`config.mk`:
```
export PLATFORM = sky130hd
export DESIGN_NAME = bcd_chain_adder
export DESIGN_NICKNAME = d
export VERILOG_FILES = /design/src/rtl/bcd_add_pkg.sv /design/src/rtl/bcd_digit_slice.sv /design/src/rtl/bcd_digit_screen.sv /design/src/rtl/bcd_out_stage.sv /design/src/rtl/bcd_chain_adder.sv
export SDC_FILE = /design/constraint.sdc
export NUM_CORES = 1
export LEC_CHECK = 0
export BUFFER_PORTS_ARGS = -buffer_cell sky130_fd_sc_hd__buf_4
export CAP_MARGIN = 10
export CORE_ASPECT_RATIO = 1.2
export CORE_UTILIZATION = 48
export CTS_CLUSTER_SIZE = 40
export DETAILED_ROUTE_END_ITERATION = 7
export GPL_TIMING_DRIVEN = 0
export PLACE_DENSITY = 0.8
export SLEW_MARGIN = 15
export SYNTH_ARGS = -nofsm -noshare
export SYNTH_HDL_FRONTEND = slang
export SYNTH_SLANG_ARGS = --single-unit
```
`constraint.sdc`:
```
create_clock -name clk -period 7.8 [get_ports clk]
set_input_delay 0.39 -clock clk [delete_from_list [all_inputs] [get_ports clk]]
set_output_delay 0.39 -clock clk [all_outputs]
set_load 0.1 [all_outputs]
```
`src/rtl/bcd_add_pkg.sv`:
```
package bcd_add_pkg;

    localparam int DIGIT_W = 4;
    localparam logic [DIGIT_W-1:0] DEC_MAX = 4'd9;
    localparam logic [DIGIT_W-1:0] SKIP_SIX = 4'd6;

    typedef logic [DIGIT_W-1:0] digit_t;

    typedef struct packed {
        digit_t value;
        logic   carry;
    } slice_res_t;

    // correction is due on a binary carry or on codes 1010..1111
    function automatic logic needs_adjust(input logic raw_carry, input digit_t z);
        return raw_carry | (z[3] & z[2]) | (z[3] & z[1]);
    endfunction

    function automatic logic digit_illegal(input digit_t d);
        return d > DEC_MAX;
    endfunction

endpackage

```
`src/rtl/bcd_digit_slice.sv`:
```
module bcd_digit_slice
    import bcd_add_pkg::*;
(
    input  digit_t     op_a,
    input  digit_t     op_b,
    input  logic       carry_i,
    output slice_res_t res
);
    logic [DIGIT_W:0] raw_sum;
    logic             adjust;
    digit_t           fixed;

    always_comb begin
        raw_sum = {1'b0, op_a} + {1'b0, op_b} + {{DIGIT_W{1'b0}}, carry_i};
        adjust  = needs_adjust(raw_sum[DIGIT_W], raw_sum[DIGIT_W-1:0]);
        // 4-bit wide add: the correction's own carry falls away
        fixed   = raw_sum[DIGIT_W-1:0] + (adjust ? SKIP_SIX : '0);
        res.value = fixed;
        res.carry = adjust;
    end
endmodule

```
`src/rtl/bcd_digit_screen.sv`:
```
module bcd_digit_screen
    import bcd_add_pkg::*;
#(
    parameter int NDIG = 4,
    localparam int W = NDIG * DIGIT_W
)(
    input  logic [W-1:0] a_vec,
    input  logic [W-1:0] b_vec,
    output logic         any_bad
);
    logic [NDIG-1:0] bad_a;
    logic [NDIG-1:0] bad_b;

    for (genvar k = 0; k < NDIG; k++) begin : g_scan
        assign bad_a[k] = digit_illegal(a_vec[k*DIGIT_W +: DIGIT_W]);
        assign bad_b[k] = digit_illegal(b_vec[k*DIGIT_W +: DIGIT_W]);
    end

    assign any_bad = |{bad_a, bad_b};
endmodule

```
`src/rtl/bcd_out_stage.sv`:
```
module bcd_out_stage #(
    parameter int WIDTH      = 18,
    parameter bit REGISTERED = 1'b1
)(
    input  logic             clk,
    input  logic             rst,
    input  logic             d_valid,
    input  logic [WIDTH-1:0] d,
    output logic             q_valid,
    output logic [WIDTH-1:0] q
);
    if (REGISTERED) begin : g_reg
        always_ff @(posedge clk) begin
            if (rst) begin
                q       <= '0;
                q_valid <= 1'b0;
            end else begin
                q       <= d;
                q_valid <= d_valid;
            end
        end
    end else begin : g_comb
        assign q       = d;
        assign q_valid = d_valid;
    end
endmodule

```
`src/rtl/bcd_chain_adder.sv`:
```
module bcd_chain_adder
    import bcd_add_pkg::*;
#(
    parameter int NDIG       = 4,
    parameter bit REGISTERED = 1'b1,
    localparam int W = NDIG * DIGIT_W
)(
    input  logic         clk,
    input  logic         rst,
    input  logic         in_valid,
    input  logic [W-1:0] a_in,
    input  logic [W-1:0] b_in,
    input  logic         carry_in,
    output logic [W-1:0] sum_out,
    output logic         carry_out,
    output logic         bad_digit,
    output logic         out_valid
);
    localparam int PACK_W = W + 2;

    logic [NDIG:0]       chain;
    slice_res_t          slice_res [NDIG];
    logic [W-1:0]        sum_comb;
    logic                bad_comb;
    logic [PACK_W-1:0]   stage_d;
    logic [PACK_W-1:0]   stage_q;

    assign chain[0] = carry_in;

    for (genvar k = 0; k < NDIG; k++) begin : g_digit
        bcd_digit_slice u_slice (
            .op_a    (a_in[k*DIGIT_W +: DIGIT_W]),
            .op_b    (b_in[k*DIGIT_W +: DIGIT_W]),
            .carry_i (chain[k]),
            .res     (slice_res[k])
        );
        assign sum_comb[k*DIGIT_W +: DIGIT_W] = slice_res[k].value;
        assign chain[k+1] = slice_res[k].carry;
    end

    bcd_digit_screen #(.NDIG(NDIG)) u_screen (
        .a_vec   (a_in),
        .b_vec   (b_in),
        .any_bad (bad_comb)
    );

    assign stage_d = {bad_comb, chain[NDIG], sum_comb};

    bcd_out_stage #(.WIDTH(PACK_W), .REGISTERED(REGISTERED)) u_stage (
        .clk     (clk),
        .rst     (rst),
        .d_valid (in_valid),
        .d       (stage_d),
        .q_valid (out_valid),
        .q       (stage_q)
    );

    assign {bad_digit, carry_out, sum_out} = stage_q;
endmodule

```
# --- After elaboration in Yosys (flattened, before gate mapping) ---
# Cells that the tools add are included.
word_totals:
  regBits: 19
  latchBits: 0
  ramBits: 0
  romBits: 0
  input_bits: 36
  out_inout_bits: 19
  word_cells: 43
  n_memories: 0
op_classes:
  addsub: 12
  multipliers: 0
  div: 0
  order_cmp: 8
  eq_ne: 0
  n_shift: 0
  n_mux: 4
  bitwise_logic: 16
  n_reduce_logical: 1
op_table:
  columns: ["operator", "n"]
  rows:
  - ["$gt 4x4->1 const B", 8]
  - ["$add 4x4->5", 4]
  - ["$add 5x1->5", 4]
  - ["$add 4x4->4", 4]
  - ["$mux 3", 4]
  - ["$and 1x1->1", 8]
  - ["$or 1x1->1", 8]
  - ["$reduce_or 8->1", 1]

# --- Logic depth before layout (Yosys ltp) ---
# Gate-level depths: netlist (run 1).
depth:
  ltp_word: 19
  ltp_mapped: 31
  mapped_depth_nobuf: 31

# --- Modules after synthesis ---
# Synthesis (run 1) repeated with hierarchy kept, for this count alone.
hier_totals:
  cells_unflattened: 172
  hier_area_um2: 1589.0
modules_own_cells:
  columns: ["mod", "n_inst", "cells_each", "area_each_um2", "seq_area_each_um2"]
  rows:
  - ["bcd_digit_slice (g_digit[1].u_slice ...)", 3, 31, 254.0, 0.0]
  - ["bcd_out_stage", 1, 39, 516.7, 380.4]
  - ["bcd_digit_slice (g_digit[0].u_slice)", 1, 29, 251.5, 0.0]
  - ["bcd_digit_screen", 1, 11, 58.8, 0.0]

# --- Worst setup path before layout (run 1) ---
# No wires, ideal clock.
synth_path:
  path_type: "input port to flip-flop"
  startpoint: "input port a_in[0]"
  endpoint: "register u_stage.q[15]"
  setup_time_ps: 128
  arrival_ps: 7117
  required_ps: 7672
  path_slack_ps: 555
  path_stages: 30
  path_buffers: 0
  path_cell_list: "inv_1 fa_1 fa_1 xnor2_1 o221a_1 a211o_1 fa_1 inv_1 fa_1 inv_1 nor2_1 or3_1 nand4b_1 fa_1 inv_1 fa_1 xnor2_1 o21ai_1 a32oi_1 fa_1 inv_1 fa_1 xnor2_1 a2bb2oi_1 a311o_1 ha_1 fa_1 xnor2_1 xnor2_1 nor2_1"
synth_between:
  elab_chain_cells: 19
  elab_cells_between_ends: 23
  classes_between: "add/sub: 6; mux: 1; bitwise: 16"
synth_lines:
  columns: ["element", "line_no", "rtl"]
  rows:
  - ["start: declaration", "bcd_chain_adder.sv:11", "input logic [W-1:0] a_in,"]
  - ["$add 4x4->5 (*)", "bcd_digit_slice.sv:14", "raw_sum = {1'b0, op_a} + {1'b0, op_b} + {{DIGIT_W{1'b0}}, carry_i};"]
  - ["$add 5x1->5 (*)", "bcd_digit_slice.sv:14", null]
  - ["$and 1x1->1", "bcd_add_pkg.sv:16", "return raw_carry | (z[3] & z[2]) | (z[3] & z[1]);"]
  - ["$or 1x1->1", "bcd_add_pkg.sv:16", null]
  - ["$or 1x1->1 (*)", "bcd_add_pkg.sv:16", null]
  - ["$add 5x1->5 (*)", "bcd_digit_slice.sv:14", null]
  - ["$and 1x1->1", "bcd_add_pkg.sv:16", null]
  - ["$or 1x1->1", "bcd_add_pkg.sv:16", null]
  - ["(+4 left out)", null, null]
  - ["$or 1x1->1 (*)", "bcd_add_pkg.sv:16", null]
  - ["$add 5x1->5 (*)", "bcd_digit_slice.sv:14", null]
  - ["$and 1x1->1", "bcd_add_pkg.sv:16", null]
  - ["$or 1x1->1", "bcd_add_pkg.sv:16", null]
  - ["$or 1x1->1 (*)", "bcd_add_pkg.sv:16", null]
  - ["named net g_digit[3].u_slice.adjust", "bcd_digit_slice.sv:10", "logic adjust;"]
  - ["$mux 3 (*)", "bcd_digit_slice.sv:17", "fixed = raw_sum[DIGIT_W-1:0] + (adjust ? SKIP_SIX : '0);"]
  - ["$add 4x4->4 (*)", "bcd_digit_slice.sv:17", null]
  - ["end signal: assignment", "bcd_out_stage.sv:15", "q <= '0;"]
  - ["end signal: assignment", "bcd_out_stage.sv:18", "q <= d;"]
  - ["end: declaration", "bcd_out_stage.sv:10", "output logic [WIDTH-1:0] q"]
# Mark *: on every way through the listed nets, which the timed path passes. The rest lies on a longest branch.
# A chain may end at the register's enable or synchronous reset.

# --- Final worst setup path (run 1) ---
# Ends and elaborated chain as after synthesis.

==> results of run 1 <==
-- power by group --
part / switching [mW] / leakage (nW) / internal (mW)
combinational: 0.259 / 0.778 / 0.110
clock: 0.0256 / 0.0150 / 0.0199
sequential: 0.00692 / 0.159 / 0.122
-- flip-flops by register name (all words and copies together), names as in the netlist --
register         cells
u_stage.q_valid      1
u_stage.q           18
-- per-stage QoR --
stage | power, mW | instance area, µm² | std cells | utilization (%)
global route | 0.580 | 1890 | 238 | 68.0
detailed placement | 0.497 | 1840 | 234 | 66.2
global placement | 0.489 | 1840 | 234 | 66.2
CTS | 0.544 | 1870 | 238 | 67.2
finish | 0.544 | 1890 | 238 | 68.0
floorplan | 0.419 | 1400 | 146 | -
-- routing by layer --
| metal | up-vias | track usage, % | share of wire, % |
|---|---|---|---|
| li1 | 602 | - | - |
| met1 | 532 | 23.9 | 43 |
| met2 | 43 | 35.2 | 50 |
| met3 | 8 | 0.988 | 4.3 |
| met4 | 0 | 12.7 | 2.4 |
| met5 | - | 0 | 0 |
-- cells in the final DEF (no fill, tap or decap) --
cell type and count:
sky130_fd_sc_hd__ha_1 16, sky130_fd_sc_hd__nand4_1 2, sky130_fd_sc_hd__clkbuf_4 3, sky130_fd_sc_hd__o21ai_0 3
sky130_fd_sc_hd__a21o_1 2, sky130_fd_sc_hd__nand4b_1 1, sky130_fd_sc_hd__a21oi_1 5, sky130_fd_sc_hd__o21ai_1 9
sky130_fd_sc_hd__or3_1 2, sky130_fd_sc_hd__nand2_1 3, sky130_fd_sc_hd__a2bb2oi_1 1, sky130_fd_sc_hd__a211o_1 2
sky130_fd_sc_hd__o21ba_1 1, sky130_fd_sc_hd__o221ai_1 1, sky130_fd_sc_hd__dfxtp_1 19, sky130_fd_sc_hd__fa_1 12
sky130_fd_sc_hd__xnor2_2 2, sky130_fd_sc_hd__buf_4 54, sky130_fd_sc_hd__inv_1 22, sky130_fd_sc_hd__a32oi_2 1
sky130_fd_sc_hd__nor2_1 11, sky130_fd_sc_hd__xnor2_1 9, sky130_fd_sc_hd__nand3_1 1, sky130_fd_sc_hd__nor2b_4 1
sky130_fd_sc_hd__o221a_1 1, sky130_fd_sc_hd__nor2b_1 14, sky130_fd_sc_hd__clkbuf_1 2, sky130_fd_sc_hd__o21a_1 2
sky130_fd_sc_hd__mux2i_1 1, sky130_fd_sc_hd__a311o_1 1
-- path summary, 6_finish.rpt --
check / startpoint / to / cells past startpoint
worst min-delay path: in_valid / u_stage.q_valid / 2
worst max-delay path: a_in[0] / u_stage.q[15] / 31
-- final cells by class --
| class | count | area [µm²] |
|---|---|---|
| inverter | 22 | 82.6 |
| timing repair buffer | 54 | 405 |
| clock buffer | 4 | 26.3 |
| buffer | 1 | 3.75 |
| tap | 34 | 42.5 |
| sequential | 19 | 380 |
| multi-input combinational | 104 | 952 |
| fill | 232 | 892 |
-- synth_stat cells, types with 2 or more instances --
cell / count / area, µm²
sky130_fd_sc_hd__o21ai_1: 9 / 45.0
sky130_fd_sc_hd__a21oi_1: 5 / 25.0
sky130_fd_sc_hd__o21a_1: 2 / 15.0
sky130_fd_sc_hd__dfxtp_1: 19 / 380
sky130_fd_sc_hd__nand4_1: 2 / 12.5
sky130_fd_sc_hd__nor2b_1: 14 / 87.6
sky130_fd_sc_hd__ha_1: 16 / 200
sky130_fd_sc_hd__or3_1: 2 / 12.5
sky130_fd_sc_hd__inv_1: 22 / 82.6
sky130_fd_sc_hd__a21o_1: 2 / 15.0
sky130_fd_sc_hd__nand2_1: 3 / 11.3
sky130_fd_sc_hd__o21ai_0: 3 / 15.0
sky130_fd_sc_hd__fa_1: 12 / 240
sky130_fd_sc_hd__a211o_1: 2 / 17.5
sky130_fd_sc_hd__nor2_1: 11 / 41.3
sky130_fd_sc_hd__xnor2_1: 11 / 96.3
-- cell families after synthesis --
group	after synthesis	share of synthesized area, %
compound gates	29	13.6
xor+xnor	11	6.90
fa+ha+maj	28	31.5
buf+inv	23	6.18
flops	19	27.2
mux	1	0.717
simple gates	35	13.8
-- what timing repair did --
action,in CTS,in global routing
setup endpoints to repair,0,2
resized for setup,0,3
setup buffers,0,0
==> results.md, run 1 <==
| Result | Value |
|---|---|
| Count of hold buffers inserted by post-cts repair | 0 |
| Final period demand of the worst path | 7400 ps |
| Pleak | 0.951 nW |
| Seq/Total Area, Yosys | 27.2% |
| Antenna diode count | 0 |
| Via count of the first global-routing pass | 1159 |
| Floorplan row count | 21 |
| Number of enable-type register cells in the synthesized netlist | 0 |
| Die Span Y | 61.1 µm |
| Number of buffer cells added on primary ports | 54 |
| Synthesized instance count | 146 |
| Total of warnings raised by yosys | 0 |
| CTS H-Tree Depth | 1 |
| Maximum cell stage delay along the critical path | 470 ps |
| Fraction of registers with async set or reset after synthesis | 0% |
| Buffers and inverters on the worst path | 6 |
| Transition time at the pin with the least slew margin | 416 ps |
| NumNets Final | 269 |
| Crit Path Max Fanout | 3 |
| Setup CP Type | in -> reg |
| Placeable Area | 2790 µm² |
| Wire length of the first global-routing pass | 4.60 mm |
| Max Slew Vio Count | 0 |
| Num CTS Buffers | 3 |
| Net count after synthesis | 210 |
| Clk buf depth | 2 |
| Area of the die | 3130 µm² |
| Post-synthesis sequential element count | 19 |
| Final setup violation count | 0 |
| Number of primary I/O pins | 55 |
| Die outline width | 51.2 µm |
| Final Hold Vio Count | 0 |
| Iteration-0 DRC count of the detailed router | 5 |
| Most numerous cell on the critical path | sky130_fd_sc_hd__fa_1 |
| Clock root cell | sky130_fd_sc_hd__clkbuf_4 |
| Arrival @ worst endpoint | 7570 ps |
| Number of violations of the max-capacitance limit | 0 |
| Final worst hold slack | 342 ps |
| Netlist area before placement | 1400 µm² |
| Worst rel slew slack | 72.2% |
| Unrepaired setup endpoints after global routing | false |
| DR WL/cell | 11.6 µm |
| Required time reported for the critical path endpoint | 7970 ps |
| Largest net degree at the start of global routing | 11 |
| Distinct cell type count of the synthesized netlist | 27 |
| Dominant register cell in the synthesized netlist | sky130_fd_sc_hd__dfxtp_1 |
| Number of nets with antenna violations after detailed routing | 0 |
| Detailed-route DRC error count | 0 |
| Worst-case setup slack after placement | -70.7 ps |
| Run status | finished clean |
| Achievable clock frequency | 135 MHz |
| Detailed-route via count | 1185 |
| Final weighted congestion in routability-driven placement | 0.787 |
| TritonCTS clock tree | done |
| Residual overflow from global routing | 0 |
| Power density of the placed cells | 287 nW/µm² |
| Peak supply drop | 0.268 mV |
| Endpoint kind of the worst setup timing path | flip-flop |
| Sinks on Clock Net | 19 |
| Clock transition time at the flip-flop clock pins of the worst setup and hold paths | 90 ps |
| Global-route usage over all layers | 19.9% |
| Path class of the lowest-slack min-delay path | in -> reg |
| Crit path max-delay cell type | sky130_fd_sc_hd__fa_1 |
| Post-synthesis to final-layout area growth | 35.6% |
| Share of post-route cells with drive strength above 1 | 29.9% |
| Initial Util | 50.1% |
| First-pass DRT Iterations | 6 |
| Mean area per synthesized cell | 9.56 µm² |
| Ratio of final minimum period to clock period | 94.9% |
| Type of element launching the critical path | primary input |
| Detailed-route vias per instance | 4.98 |
| Post-route worst setup slack | 395 ps |
| Number of antenna violations at the first check in global routing | 0 |
| HPWL after detailed placement | 2.45 mm |
| Total negative slack | 0 ps |
| Gate family responsible for the most delay along the worst path | adder cells |
| Total Routed Length | 2.76 mm |
Power figures use the tool's default switching activity.
==> run 2, diff against run 1 <==
--- a/config.mk
+++ b/config.mk
@@ -13,6 +13,7 @@
 export DETAILED_ROUTE_END_ITERATION = 7
 export GPL_TIMING_DRIVEN = 0
 export PLACE_DENSITY = 0.8
+export REMOVE_ABC_BUFFERS = 1
 export SLEW_MARGIN = 15
 export SYNTH_ARGS = -nofsm -noshare
 export SYNTH_HDL_FRONTEND = slang
==> results.md, run 2 (synthesis results as in run 1) <==
| Result | Value | Change |
|---|---|---|
| Floorplan row count | 21 | unchanged |
| Arrival @ worst endpoint | 7660 ps | +90 ps |
| TritonCTS clock tree | done |  |
| Achievable clock frequency | 134 MHz | -0.84% |
| Number of antenna violations at the first check in global routing | 0 | unchanged |
| Clock transition time at the flip-flop clock pins of the worst setup and hold paths | 100 ps | about the same |
| Total Routed Length | 2.92 mm | +5.9% |
| Antenna diode count | 0 | unchanged |
| NumNets Final | 270 | +0.37% |
| Final std cells w/o fill | 239 | +0.42% |
| Most numerous cell on the critical path | sky130_fd_sc_hd__fa_1 |  |
| Number of buffer cells added on primary ports | 54 | unchanged |
| Power density of the placed cells | 289 nW/µm² | +0.65% |
| Number of violations of the max-capacitance limit | 0 | unchanged |
| Die Span Y | 61.1 µm | unchanged |
| Crit Path Max Fanout | 3 | unchanged |
| Required time reported for the critical path endpoint | 7990 ps | +20 ps |
| Share of post-route cells with drive strength above 1 | 31.7% | +1.8 points |
| Area of the die | 3130 µm² | unchanged |
| Post-route worst setup slack | 332 ps | -62.9 ps |
| Worst rel slew slack | 76.6% | +4.4 points |
| Iteration-0 DRC count of the detailed router | 20 | +15 |
| Path class of the lowest-slack min-delay path | in -> reg |  |
| Peak supply drop | 0.187 mV | -30% |
| Via count of the first global-routing pass | 1169 | +0.86% |
| Die outline width | 51.2 µm | unchanged |
| Placeable Area | 2790 µm² | unchanged |
| Final weighted congestion in routability-driven placement | 0.818 | +3.9% |
| Transition time at the pin with the least slew margin | 349 ps | -67.8 ps |
| Worst-case setup slack after placement | -212 ps | -141 ps |
| Wire length of the first global-routing pass | 4.77 mm | +3.6% |
| DR WL/cell | 12.2 µm | +5.4% |
| Crit path max-delay cell type | sky130_fd_sc_hd__fa_1 |  |
| Most common cell after layout, fill and taps aside | sky130_fd_sc_hd__buf_4 |  |
| Endpoint kind of the worst setup timing path | flip-flop |  |
| Type of element launching the critical path | primary input |  |
| Detailed-route via count | 1196 | +0.93% |
| Clk buf depth | 2 | unchanged |
| Ratio of final minimum period to clock period | 95.7% | +0.81 points |
| Pleak | 0.962 nW | +1.1% |
| Max Slew Vio Count | 0 | unchanged |
| Residual overflow from global routing | 0 | unchanged |
| Final Hold Vio Count | 0 | unchanged |
| Post-synthesis to final-layout area growth | 36.6% |  |
| Most frequent cells in the layout | 56 x sky130_fd_sc_hd__buf_4, 22 x sky130_fd_sc_hd__inv_1, 19 x sky130_fd_sc_hd__dfxtp_1, 16 x sky130_fd_sc_hd__ha_1, 14 x sky130_fd_sc_hd__nor2b_1 |  |
| Biggest regs | u_stage.q x18, u_stage.q_valid x1 |  |
| CTS H-Tree Depth | 1 | unchanged |
| Num CTS Buffers | 3 | unchanged |
| Run status | finished clean |  |
| Number of placed cells counting well taps | 233 | -0.43% |
| Number of nets with antenna violations after detailed routing | 0 | unchanged |
| Clock root cell | sky130_fd_sc_hd__clkbuf_4 |  |
| HPWL after detailed placement | 2.54 mm | +3.6% |
| Global-route usage over all layers | 20.5% | +0.65 points |
| Number of primary I/O pins | 55 | unchanged |
| Top reg by flops | u_stage.q |  |
| Max FFs per register | 18 | unchanged |
| Final setup violation count | 0 | unchanged |
| Detailed-route DRC error count | 0 | unchanged |
| Detailed-route vias per instance | 5.00 | +0.51% |
| Setup CP Type | in -> reg |  |
| Maximum cell stage delay along the critical path | 470 ps | about the same |
| First-pass DRT Iterations | 4 | -2 |
| Final period demand of the worst path | 7470 ps | +62.9 ps |
| Sinks on Clock Net | 19 | unchanged |
| Initial Util | 50.1% | unchanged |
| Largest net degree at the start of global routing | 20 | +9 |
| Count of hold buffers inserted by post-cts repair | 0 | unchanged |
run 2: critical path: cells and delay by family:
family          cells  cell delay (ps)
simple gates        4              640
buf+inv             6              430
xor+xnor            5              910
fa+ha+maj          10             3740
compound gates      6             1500
run 2: final timing paths:
kind | startpoint | end | cells after the start
min | in_valid | u_stage.q_valid | 2
max | a_in[0] | u_stage.q[15] | 31
run 2: area by class of cell:
cell class                 instances  area (µm²)
timing repair buffer              56         420
multi-input combinational        104         955
tap                               34        42.5
clock buffer                       3        22.5
sequential                        19         380
fill                             237         877
inverter                          22        82.6
clock inverter                     1        5.00
run 2: layer usage:
metal	vias up	part of all wire (%)	global-route usage [%]
li1	603	-	-
met1	553	42	24.5
met2	36	53	36.7
met3	4	4.0	2.22
met4	0	1.6	10.8
met5	-	0	0
run 2: power breakdown:
part	internal (mW)	leakage, nW	switching (mW)
clock	0.0190	0.0177	0.0273
combinational	0.113	0.786	0.264
sequential	0.122	0.159	0.00640
run 2: through the flow:
stage	hold slack [ps]	setup TNS [ps]	cell area, µm²	util, %	power (mW)
floorplan	454	0	1390	-	0.419
global route	328	-1.80	1910	68.5	0.587
finish	323	0	1910	68.5	0.551
CTS	317	0	1870	67.1	0.549
global placement	604	0	1840	66.1	0.488
detailed placement	630	-244	1840	66.1	0.501
run 2: what timing repair did:
action	4_1_cts	5_1_grt
buffers inserted	0	2
gates resized for setup	0	4
setup endpoints to repair	0	2
